$ cat src/rtl/pcu_pkg.sv
package pcu_pkg;

  // Source selected for the next program address
  typedef enum logic [2:0] {
    SRC_HOLD = 3'd0,
    SRC_INC  = 3'd1,
    SRC_LOW  = 3'd2,
    SRC_BR   = 3'd3,
    SRC_RET  = 3'd4,
    SRC_IRQ  = 3'd5
  } pc_src_e;

endpackage

$ cat src/rtl/pcu_rst_sync.sv
module pcu_rst_sync #(
  parameter int STAGES = 2
) (
  input  logic clk,
  input  logic rst_n,
  output logic rst_sync_n
);

  logic [STAGES-1:0] sh_q;
  logic [STAGES-1:0] sh_d;

  always_comb begin
    sh_d = {sh_q[STAGES-2:0], 1'b1};
  end

  always_ff @(posedge clk or negedge rst_n) begin
    if (!rst_n) sh_q <= '0;
    else        sh_q <= sh_d;
  end

  assign rst_sync_n = sh_q[STAGES-1];

endmodule

$ cat src/rtl/pcu_src_arb.sv
module pcu_src_arb
  import pcu_pkg::*;
(
  input  logic    irq_i,
  input  logic    ret_i,
  input  logic    br_i,
  input  logic    lo_we_i,
  input  logic    inc_i,
  output pc_src_e src_o
);

  // Fixed priority: interrupt, return, branch, low write, step
  always_comb begin
    if (irq_i)        src_o = SRC_IRQ;
    else if (ret_i)   src_o = SRC_RET;
    else if (br_i)    src_o = SRC_BR;
    else if (lo_we_i) src_o = SRC_LOW;
    else if (inc_i)   src_o = SRC_INC;
    else              src_o = SRC_HOLD;
  end

endmodule

$ cat src/rtl/pcu_page_latch.sv
module pcu_page_latch #(
  parameter int DATA_W = 8,
  parameter int HI_W   = 5
) (
  input  logic              clk,
  input  logic              rst_n,
  input  logic              we_i,
  input  logic [DATA_W-1:0] wdata_i,
  output logic [HI_W-1:0]   lat_o,
  output logic [DATA_W-1:0] rdata_o
);

  logic [HI_W-1:0] lat_q;
  logic [HI_W-1:0] lat_d;
  logic            unused_hi;

  assign unused_hi = ^wdata_i[DATA_W-1:HI_W];

  always_comb begin
    lat_d = lat_q;
    if (we_i) lat_d = wdata_i[HI_W-1:0];
  end

  always_ff @(posedge clk or negedge rst_n) begin
    if (!rst_n)    lat_q <= '0;
    else if (we_i) lat_q <= lat_d;
  end

  assign lat_o   = lat_q;
  assign rdata_o = {{(DATA_W-HI_W){1'b0}}, lat_q};

endmodule

$ cat src/rtl/pcu_next.sv
module pcu_next
  import pcu_pkg::*;
#(
  parameter int          PC_W    = 13,
  parameter int          BYTE_W  = 8,
  parameter int          BR_W    = 11,
  parameter logic [12:0] IRQ_VEC = 13'h0004
) (
  input  pc_src_e                src_i,
  input  logic [PC_W-1:0]        pc_i,
  input  logic [PC_W-BYTE_W-1:0] lat_i,
  input  logic [BYTE_W-1:0]      lo_wdata_i,
  input  logic [BR_W-1:0]        br_tgt_i,
  input  logic [PC_W-1:0]        ret_addr_i,
  output logic [PC_W-1:0]        pc_o
);

  localparam int HI_W   = PC_W - BYTE_W;
  localparam int PAGE_W = PC_W - BR_W;

  logic [PAGE_W-1:0] page;
  assign page = lat_i[HI_W-1 -: PAGE_W];

  always_comb begin
    unique case (src_i)
      SRC_IRQ:  pc_o = IRQ_VEC[PC_W-1:0];
      SRC_RET:  pc_o = ret_addr_i;
      SRC_BR:   pc_o = {page, br_tgt_i};
      SRC_LOW:  pc_o = {lat_i, lo_wdata_i};
      SRC_INC:  pc_o = pc_i + PC_W'(1);
      default:  pc_o = pc_i;
    endcase
  end

endmodule

$ cat src/rtl/pcu_top.sv
module pcu_top
  import pcu_pkg::*;
#(
  parameter int          PC_W      = 13,
  parameter int          BYTE_W    = 8,
  parameter int          BR_W      = 11,
  parameter int          SYNC_STG  = 2,
  parameter logic [12:0] RST_VEC   = 13'h0000,
  parameter logic [12:0] IRQ_VEC   = 13'h0004
) (
  input  logic              clk,
  input  logic              rst_n,
  input  logic              inc_i,
  input  logic              lo_we_i,
  input  logic [BYTE_W-1:0] lo_wdata_i,
  input  logic              lat_we_i,
  input  logic [BYTE_W-1:0] lat_wdata_i,
  input  logic              br_i,
  input  logic [BR_W-1:0]   br_tgt_i,
  input  logic              irq_i,
  input  logic              ret_i,
  input  logic [PC_W-1:0]   ret_addr_i,
  output logic [PC_W-1:0]   pc_o,
  output logic [BYTE_W-1:0] lo_rdata_o,
  output logic [BYTE_W-1:0] lat_rdata_o
);

  localparam int HI_W = PC_W - BYTE_W;

  logic            core_rst_n;
  pc_src_e         src;
  logic [HI_W-1:0] lat;
  logic [PC_W-1:0] pc_q;
  logic [PC_W-1:0] pc_d;
  logic            pc_en;

  pcu_rst_sync #(.STAGES(SYNC_STG)) u_rst (
    .clk        (clk),
    .rst_n      (rst_n),
    .rst_sync_n (core_rst_n)
  );

  pcu_src_arb u_arb (
    .irq_i   (irq_i),
    .ret_i   (ret_i),
    .br_i    (br_i),
    .lo_we_i (lo_we_i),
    .inc_i   (inc_i),
    .src_o   (src)
  );

  pcu_page_latch #(.DATA_W(BYTE_W), .HI_W(HI_W)) u_lat (
    .clk     (clk),
    .rst_n   (core_rst_n),
    .we_i    (lat_we_i),
    .wdata_i (lat_wdata_i),
    .lat_o   (lat),
    .rdata_o (lat_rdata_o)
  );

  pcu_next #(
    .PC_W(PC_W), .BYTE_W(BYTE_W), .BR_W(BR_W), .IRQ_VEC(IRQ_VEC)
  ) u_next (
    .src_i      (src),
    .pc_i       (pc_q),
    .lat_i      (lat),
    .lo_wdata_i (lo_wdata_i),
    .br_tgt_i   (br_tgt_i),
    .ret_addr_i (ret_addr_i),
    .pc_o       (pc_d)
  );

  assign pc_en = (src != SRC_HOLD);

  always_ff @(posedge clk or negedge core_rst_n) begin
    if (!core_rst_n) pc_q <= RST_VEC[PC_W-1:0];
    else if (pc_en)  pc_q <= pc_d;
  end

  assign pc_o       = pc_q;
  assign lo_rdata_o = pc_q[BYTE_W-1:0];

endmodule

$ cat config.mk
export PLATFORM = sky130hd
export DESIGN_NAME = pcu_top
export DESIGN_NICKNAME = d
export VERILOG_FILES = /design/src/rtl/pcu_pkg.sv /design/src/rtl/pcu_rst_sync.sv /design/src/rtl/pcu_src_arb.sv /design/src/rtl/pcu_page_latch.sv /design/src/rtl/pcu_next.sv /design/src/rtl/pcu_top.sv
export SDC_FILE = /design/constraint.sdc
export NUM_CORES = 1
export LEC_CHECK = 0
export BUFFER_PORTS_ARGS = -buffer_cell sky130_fd_sc_hd__buf_4
export CAP_MARGIN = 20
export CORE_MARGIN = 2
export CORE_UTILIZATION = 38
export CTS_CLUSTER_DIAMETER = 50
export DETAILED_ROUTE_END_ITERATION = 8
export PLACE_DENSITY_LB_ADDON = 0.05
export SLEW_MARGIN = 25
export SYNTH_ARGS = -nofsm -noshare
export SYNTH_HDL_FRONTEND = slang
export SYNTH_SLANG_ARGS = --single-unit
$ cat constraint.sdc
create_clock -name clk -period 0.8 [get_ports clk]
set_input_delay 0.04 -clock clk [delete_from_list [all_inputs] [get_ports clk]]
set_output_delay 0.04 -clock clk [all_outputs]
set_load 0.01 [all_outputs]
==> results.json, run 1 <==
{
  "cp-start-kind": "flop",
  "dp_hpwl_um": 2980,
  "first_global_vias": 1427,
  "multi_input_area_um2": 691,
  "initial_utilization": 0.400,
  "fin_nets": 284,
  "violations": "negative setup slack",
  "cell_internal_pwr_w": 0.00207,
  "cp.required_ns": 1.05,
  "finalWeightedCongestion": 0.840,
  "clockBufferDepth": 2,
  "worstSetupPathType": "flop to flop",
  "cp_cell_sequence": "ha_4 > and4_4 > nand4_1 > xor2_1 > o22ai_1",
  "die_y_um": 60.9,
  "dr_total_vias": 1416,
  "rows": 20,
  "fin_skew_ns": 0.00476,
  "drcViolationCount": 0,
  "die_area_um2": 3710,
  "synth_cells": 123,
  "io_buffers": 70,
  "async_flop_share": 1.00,
  "final_cell_mix": "buf_4, buf_6, dfrtp_1, dlygate4sd3_1, a22oi_1",
  "ys_ff_latch": 20,
  "cap_violations": 0,
  "routed_wl_um": 4280,
  "grt_pass1_wl_um": 6500,
  "synth_area_um2": 1230,
  "drive_gt1_frac": 0.573,
  "power.density_nw_per_um2": 1210,
  "synth-seq-area-share": 0.407,
  "antenna_cells": 0,
  "layout_commonest_cell": "buf_4",
  "cts_tree": "done",
  "outcome": "finished, violations left",
  "overflow": 0,
  "fin_cells": 278,
  "cts-root-buf": "clkbuf_4",
  "place_ws_ns": -0.563,
  "power_frac_clock": 0.215,
  "synth-edff-count": 0,
  "htreeDepth": 1,
  "cp.arrival_ns": 1.56,
  "synth.distinct_cells": 37,
  "avgSynthCellArea_um2": 10.0,
  "layout.area.seq_um2": 505,
  "power.switching_w": 0.000834,
  "hold_viol": 0,
  "path_clk_slew_ns": 0.12,
  "grt_max_degree": 21,
  "syn_to_final_growth_pct": 94.7,
  "synth_top_area_frac": 0.407,
  "peakVddDrop_uv": 1120,
  "critPathMaxFanout": 5,
  "p_total_w": 0.00290,
  "p_sw_frac": 0.287,
  "firstDrtPassIters": 4,
  "rsz0062_at_grt": "yes",
  "nFillCells": 218,
  "min_period_ns": 1.31,
  "whs_ns": 0.0229,
  "pwr-share-comb": 0.381,
  "fmax_ghz": 0.764,
  "wire_per_inst_um": 15.4,
  "ant_nets": 0,
  "hold_class": "input port to flop",
  "die_x_um": 60.9,
  "p_leak_nw": 1.16,
  "via_per_inst": 5.09,
  "antenna_found_initial": 0,
  "track_usage": 0.242,
  "max_stage_delay_ns": 0.43,
  "fin_crit_sh": 1.64,
  "cpMaxStageDelayCell": "dfrtp_1",
  "cts_buffers": 3,
  "setup_viol": 43,
  "critPathCaptureType": "flop",
  "drt-initial-drc-count": 52,
  "seq_power_share": 0.404,
  "synth_area_leaders": "dfrtp_1, buf_4, a22oi_1, mux2_2, xor2_1",
  "ys.flop_type": "dfrtp_1",
  "clk_latency_ns": 0.31,
  "num_io_pins": 77,
  "yosys.area.top_type": "dfrtp_1",
  "slew_viol_final": 0,
  "yosysWarnings": 0,
  "worst_slack_ns": -0.509,
  "cts_sinks": 20,
  "core_um2": 3080,
  "placed_cells": 249
}
[worst paths after layout]
check / from / to / slack [ns] / depth (start not counted)
setup / recovery: pc_o[1] / pc_o[12] / -0.51 / 5
hold / removal: lat_we_i / u_lat.lat_o[4] / 0.02 / 2
setup reg to reg: pc_o[1] / pc_o[12] / -0.51 / 5
hold reg to reg: u_rst.sh_q[1] / pc_o[9] / 0.24 / 1
max in group asynchronous: u_rst.sh_q[1] / pc_o[6] / 0.33 / 1
min in group asynchronous: rst_n / u_rst.sh_q[0] / 0.03 / 2
[stage by stage]
step                      TNS [ns]  cell area (um2)  utilization
after floorplan              -5.55             1280            -
after global placement       -5.79             1950        0.633
after detailed placement     -6.05             1950        0.633
after CTS                   -10.95             2310        0.751
after global routing        -13.86             2400        0.779
final                       -11.85             2400        0.779
[synth_stat cells, types with 3 or more instances]
cell type	n
a21oi_1	3
a221oi_1	3
a22oi_1	8
a2bb2oi_1	4
buf_2	3
buf_4	11
clkbuf_1	4
dfrtp_1	20
mux2_2	5
nand2_1	4
nand4_1	4
nor2_1	4
nor2b_1	4
o21ai_0	4
o22ai_1	3
o32ai_1	3
xnor2_1	5
xor2_1	6
[timing repair]
item | CTS | global route
cloned | 0 | 0
resized for setup | 40 | 13
hold buffers | 12 | 1
pin swaps | 7 | 5
buffers inserted | 9 | 6
endpoints found under the setup margin | 40 | 44
hold endpoints to repair | 12 | 1
[logic make-up (layout without fill, tap and decap cells)]
family                   Yosys count  in the layout  share of synthesized area
AO/OA/AOI/OAI                     36             36                      0.215
XOR/XNOR                          11             11                     0.0783
adder cells (fa/ha/maj)            1              1                     0.0102
buffers and inverters             19            128                     0.0945
flip-flops                        20             20                      0.407
multiplexers                       6              6                     0.0539
other                              2              4                    0.00610
AND/OR/NAND/NOR                   28             28                      0.135
[critical path: cells and delay by family (launching register included)]
kind	cells	cell delay, ns
compound gates	1	0.14
xor+xnor	1	0.16
fa+ha+maj	1	0.15
flops	1	0.43
simple gates	2	0.35
[state kept, by name, indices dropped and copies added (netlist names)]
register / count
pc_o: 13
u_rst.sh_q: 2
u_lat.lat_o: 5
[final cells by class]
type,count,area share
timing repair buffer,123,0.461
multi-input combinational,86,0.288
sequential,20,0.211
tap,44,0.0230
clock buffer,4,0.0151
inverter,1,0.00157
[routing by layer]
metal  up-vias  track usage  part of all wire
met5         -            0                 0
met2        65        0.441              0.54
li1        667            -                 -
met3         7       0.0618             0.064
met1       677        0.278              0.39
met4         0       0.0714             0.011
[power groups by stage]
stage	combinational, W	clock, W	sequential [W]
finish	0.00110	0.000624	0.00117
global route	0.00119	0.000691	0.00118
CTS	0.00104	0.000624	0.00116
detailed placement	0.000845	0	0.00117
global placement	0.000832	0	0.00117
floorplan	0.000301	0	0.00124
Note: power is estimated with default switching activity, not from simulation.
==> run 2: changes to the inputs <==
--- a/config.mk
+++ b/config.mk
@@ -6,7 +6,7 @@
 export NUM_CORES = 1
 export LEC_CHECK = 0
 export BUFFER_PORTS_ARGS = -buffer_cell sky130_fd_sc_hd__buf_4
-export CAP_MARGIN = 20
+export CAP_MARGIN = 25
 export CORE_MARGIN = 2
 export CORE_UTILIZATION = 38
 export CTS_CLUSTER_DIAMETER = 50
==> constraint.sdc (replaced) <==
create_clock -name clk -period 0.8 [get_ports clk]
set_input_delay 0.12 -clock clk [delete_from_list [all_inputs] [get_ports clk]]
set_output_delay 0.12 -clock clk [all_outputs]
set_load 0.01 [all_outputs]
==> results.json, run 2 (same netlist as run 1, synthesis figures left out) <==
{
  "syn_to_final_growth_pct": 90.2,
  "r2r-start": "pc_o[1]",
  "cap_violations": 0,
  "cts_sinks": 20,
  "dr_total_vias": 1380,
  "rrSetupSlack_ns": -0.55,
  "finalSetupTns_ns": -13.64,
  "io_buffers": 70,
  "largest_reg_flops": 13,
  "setup_viol": 44,
  "outcome": "finished, violations left",
  "clk_latency_ns": 0.30,
  "ant_nets": 0,
  "r2r-end": "pc_o[12]",
  "fmax_ghz": 0.743,
  "first_global_vias": 1380,
  "slew_viol_final": 0,
  "drcViolationCount": 0,
  "placed_cells": 249,
  "hold_viol": 0,
  "drive_gt1_frac": 0.630,
  "hold_class": "input port to flop",
  "min_period_ns": 1.35,
  "num_io_pins": 77,
  "htreeDepth": 1,
  "overflow": 0,
  "dp_hpwl_um": 2970,
  "initial_utilization": 0.400,
  "rr_worst_depth": 5,
  "hold_end": "pc_o[4]",
  "p_leak_nw": 1.12,
  "worstSetupPathType": "flop to flop",
  "die_y_um": 60.9,
  "die_x_um": 60.9,
  "layout_commonest_cell": "buf_4",
  "cts-root-buf": "clkbuf_4",
  "core_um2": 3080,
  "fin_skew_ns": 0.00250,
  "wire_per_inst_um": 15.3,
  "track_usage": 0.227,
  "rows": 20,
  "grt_max_degree": 21,
  "fin_cells": 271,
  "routed_wl_um": 4150,
  "antenna_cells": 0,
  "drt-initial-drc-count": 34,
  "violations": "negative setup slack",
  "cts_tree": "done",
  "min_from": "lo_wdata_i[4]",
  "rsz0062_at_grt": "yes",
  "cp.required_ns": 1.04,
  "peakVddDrop_uv": 668,
  "finalWeightedCongestion": 0.892,
  "clockBufferDepth": 2,
  "grt_pass1_wl_um": 6170,
  "crit_path_start": "pc_o[1]",
  "via_per_inst": 5.09,
  "antenna_found_initial": 0,
  "worst_slack_ns": -0.545,
  "die_area_um2": 3710,
  "cts_buffers": 3,
  "fin_nets": 277,
  "firstDrtPassIters": 4,
  "cp-start-kind": "flop",
  "final_cell_mix": "buf_4, buf_6, dfrtp_1, a22oi_1, xor2_1",
  "final_util": 0.761,
  "whs_ns": 0.0111,
  "fin_crit_sh": 1.68,
  "hold_path_depth": 2,
  "power.density_nw_per_um2": 1240,
  "path_clk_slew_ns": 0.12,
  "cp.arrival_ns": 1.58,
  "critPathMaxFanout": 5,
  "critPathCaptureType": "flop"
}
==> run 2: metal layers <==
| metal | part of all wire | global-route usage | routed length (um) | vias to the layer above |
|---|---|---|---|---|
| li1 | - | - | - | 652 |
| met1 | 0.41 | 0.266 | 1690 | 664 |
| met2 | 0.53 | 0.422 | 2220 | 60 |
| met3 | 0.052 | 0.0320 | 217 | 4 |
| met4 | 0.0055 | 0.0745 | 23 | 0 |
| met5 | 0 | 0 | 0 | - |
==> run 2: area by class of cell <==
class                      instances  area, um2
multi-input combinational         86        714
clock buffer                       4       36.3
tap                               44       55.1
timing repair buffer             116       1030
sequential                        20        505
inverter                           1       3.75
fill                             218        736
==> run 2: where the power goes <==
part | leakage, nW | total [W] | internal [W] | switching [W]
sequential | 0.243 | 0.00117 | 0.00109 | 0.0000801
combinational | 0.857 | 0.00112 | 0.000707 | 0.000411
clock | 0.0210 | 0.000610 | 0.000278 | 0.000332
total | 1.12 | 0.00290 | 0.00208 | 0.000823
==> run 2: metrics by stage <==
step / worst slack (ns) / area [um2] / total power [W]
final: -0.545 / 2340 / 0.00290
after global routing: -0.615 / 2340 / 0.00305
after CTS: -0.528 / 2230 / 0.00282
after floorplan: -0.593 / 1280 / 0.00154
after global placement: -0.569 / 1960 / 0.00201
after detailed placement: -0.615 / 1960 / 0.00203
==> run 2: repair_timing <==
item | CTS | global route
pin swaps | 5 | 6
hold buffers | 1 | 0
setup endpoints to repair | 40 | 44
setup buffers | 12 | 7
hold endpoints to repair | 2 | 0
resized for setup | 37 | 19
==> run 2: how the worst max path moves through the flow <==
stage                to  slack [ns]  depth (start not counted)
3_3_place_gp    pc_o[3]       -0.57                          5
6_report       pc_o[12]       -0.55                          5
2_1_floorplan   pc_o[4]       -0.59                          6
3_5_place_dp    pc_o[3]       -0.61                          5
4_1_cts        pc_o[12]       -0.53                          5
5_1_grt        pc_o[12]       -0.62                          5
==> run 2: worst max-delay path, cell delays in order (launching register included) <==
cell	delay, ns
dfrtp_1	0.44
ha_4	0.15
and4_4	0.24
nand4_1	0.13
xor2_1	0.18
o22ai_1	0.14
==> run 3: changes to the inputs <==
--- a/config.mk
+++ b/config.mk
@@ -11,7 +11,7 @@
 export CORE_UTILIZATION = 38
 export CTS_CLUSTER_DIAMETER = 50
 export DETAILED_ROUTE_END_ITERATION = 8
-export PLACE_DENSITY_LB_ADDON = 0.05
+export PLACE_DENSITY = 0.71
 export SLEW_MARGIN = 25
 export SYNTH_ARGS = -nofsm -noshare
 export SYNTH_HDL_FRONTEND = slang
==> results.json, run 3 (same netlist as run 1, synthesis figures left out) <==
{
  "largest_reg_flops": 13,
  "fin_nets": 277,
  "final_cell_mix": "buf_4, buf_6, dfrtp_1, a22oi_1, xor2_1",
  "overflow": 0,
  "nFillCells": 214,
  "cts_sinks": 20,
  "first_global_vias": 1448,
  "dp_hpwl_um": 3020,
  "place_ws_ns": -0.592,
  "grt_pass1_wl_um": 6710,
  "antenna_cells": 0,
  "final_util": 0.755,
  "antenna_found_initial": 0,
  "drcViolationCount": 0,
  "slew_headroom": 0.511,
  "hold_viol": 0,
  "clk_latency_ns": 0.31,
  "via_per_inst": 5.21,
  "io_buffers": 70,
  "initial_utilization": 0.400,
  "dr_total_vias": 1411,
  "rsz0062_at_grt": "yes",
  "routed_wl_um": 4230,
  "fin_cells": 271,
  "worstSetupPathType": "flop to flop",
  "fmax_ghz": 0.748,
  "num_io_pins": 77,
  "fin_skew_ns": 0.0120,
  "syn_to_final_growth_pct": 88.8,
  "firstDrtPassIters": 4,
  "ant_nets": 0,
  "peakVddDrop_uv": 1000,
  "cap_violations": 0,
  "cts_buffers": 3,
  "cp.arrival_ns": 1.56,
  "cp.required_ns": 1.02,
  "grt_max_degree": 20,
  "drive_gt1_frac": 0.621,
  "die_y_um": 60.9,
  "hold_class": "input port to flop",
  "cts_tree": "done",
  "htreeDepth": 1,
  "wire_per_inst_um": 15.6,
  "violations": "negative setup slack",
  "finalSetupTns_ns": -13.90,
  "tightestPinTransition_ns": 0.732,
  "layout_commonest_cell": "buf_4",
  "clockBufferDepth": 2,
  "drt-initial-drc-count": 30,
  "whs_ns": 0.0216,
  "die_area_um2": 3710,
  "finalWeightedCongestion": 0.862,
  "p_leak_nw": 1.11,
  "cp-start-kind": "flop",
  "power.density_nw_per_um2": 1250,
  "die_x_um": 60.9,
  "track_usage": 0.249,
  "setup_viol": 44,
  "outcome": "finished, violations left",
  "path_clk_slew_ns": 0.12,
  "worst_slack_ns": -0.537,
  "core_um2": 3080,
  "critPathCaptureType": "flop",
  "min_period_ns": 1.34,
  "placed_cells": 247,
  "cts-root-buf": "clkbuf_4",
  "fin_crit_sh": 1.67,
  "critPathMaxFanout": 5,
  "rows": 20,
  "slew_viol_final": 0
}
[run 3: cell types whose count changed in the layout (fill, tap and decap cells not counted)]
cell | before | now
nor3b_2 | 1 | 2
xnor2_2 | 3 | 2
xor2_1 | 5 | 6
mux2_2 | 3 | 2
xnor2_1 | 2 | 3
xor2_2 | 1 | 0
nor3b_4 | 1 | 0
mux2_4 | 2 | 3
[run 3: through the flow]
stage	total power, W	cell area (um2)
6_report	0.00291	2320
5_1_grt	0.00307	2320
4_1_cts	0.00284	2230
3_5_place_dp	0.00203	1940
3_3_place_gp	0.00201	1940
2_1_floorplan	0.00154	1280
[run 3: worst paths after layout]
| path | startpoint | end | slack (ns) | depth (start not counted) |
|---|---|---|---|---|
| worst max-delay path | pc_o[1] | pc_o[12] | -0.54 | 5 |
| worst min-delay path | lo_wdata_i[3] | pc_o[3] | 0.02 | 2 |
| worst max register to register | pc_o[1] | pc_o[12] | -0.54 | 5 |
| worst min register to register | u_rst.sh_q[1] | pc_o[1] | 0.19 | 1 |
| max in group asynchronous | u_rst.sh_q[1] | pc_o[4] | 0.38 | 1 |
| min in group asynchronous | rst_n | u_rst.sh_q[1] | 0.12 | 2 |
[run 3: area by class of cell]
| cell class | count | area (um2) | area share |
|---|---|---|---|
| clock buffers | 4 | 36.3 | 0.0156 |
| flip-flops and latches | 20 | 505 | 0.217 |
| repair buffers | 116 | 1030 | 0.442 |
| well taps | 44 | 55.1 | 0.0237 |
| multi-input cells | 86 | 697 | 0.300 |
| inverters | 1 | 3.75 | 0.00161 |
[run 3: what timing repair did]
item | 4_1_cts | 5_1_grt
gates cloned | 0 | 0
setup buffers | 13 | 10
setup endpoints to repair | 42 | 44
resized for setup | 38 | 18
hold buffers | 1 | 0
hold endpoints to repair | 2 | 0
pin swaps | 8 | 4
[run 3: critical path, stage by stage, from the launching register on]
cell	delay, ns
dfrtp_1	0.43
ha_4	0.15
and4_4	0.24
nand4_1	0.11
xor2_1	0.16
o22ai_1	0.16
[run 3: metal layers]
metal | wire, um | vias to the layer above | track usage
met3 | 325 | 10 | 0.0426
met5 | 0 | - | 0
li1 | - | 654 | -
met4 | 97 | 0 | 0.0839
met2 | 2230 | 70 | 0.458
met1 | 1580 | 677 | 0.291
[run 3: power by group]
| part | total [W] | switching (W) | internal (W) |
|---|---|---|---|
| logic | 0.00113 | 0.000417 | 0.000713 |
| clock network | 0.000604 | 0.000326 | 0.000278 |
| registers | 0.00117 | 0.0000811 | 0.00109 |
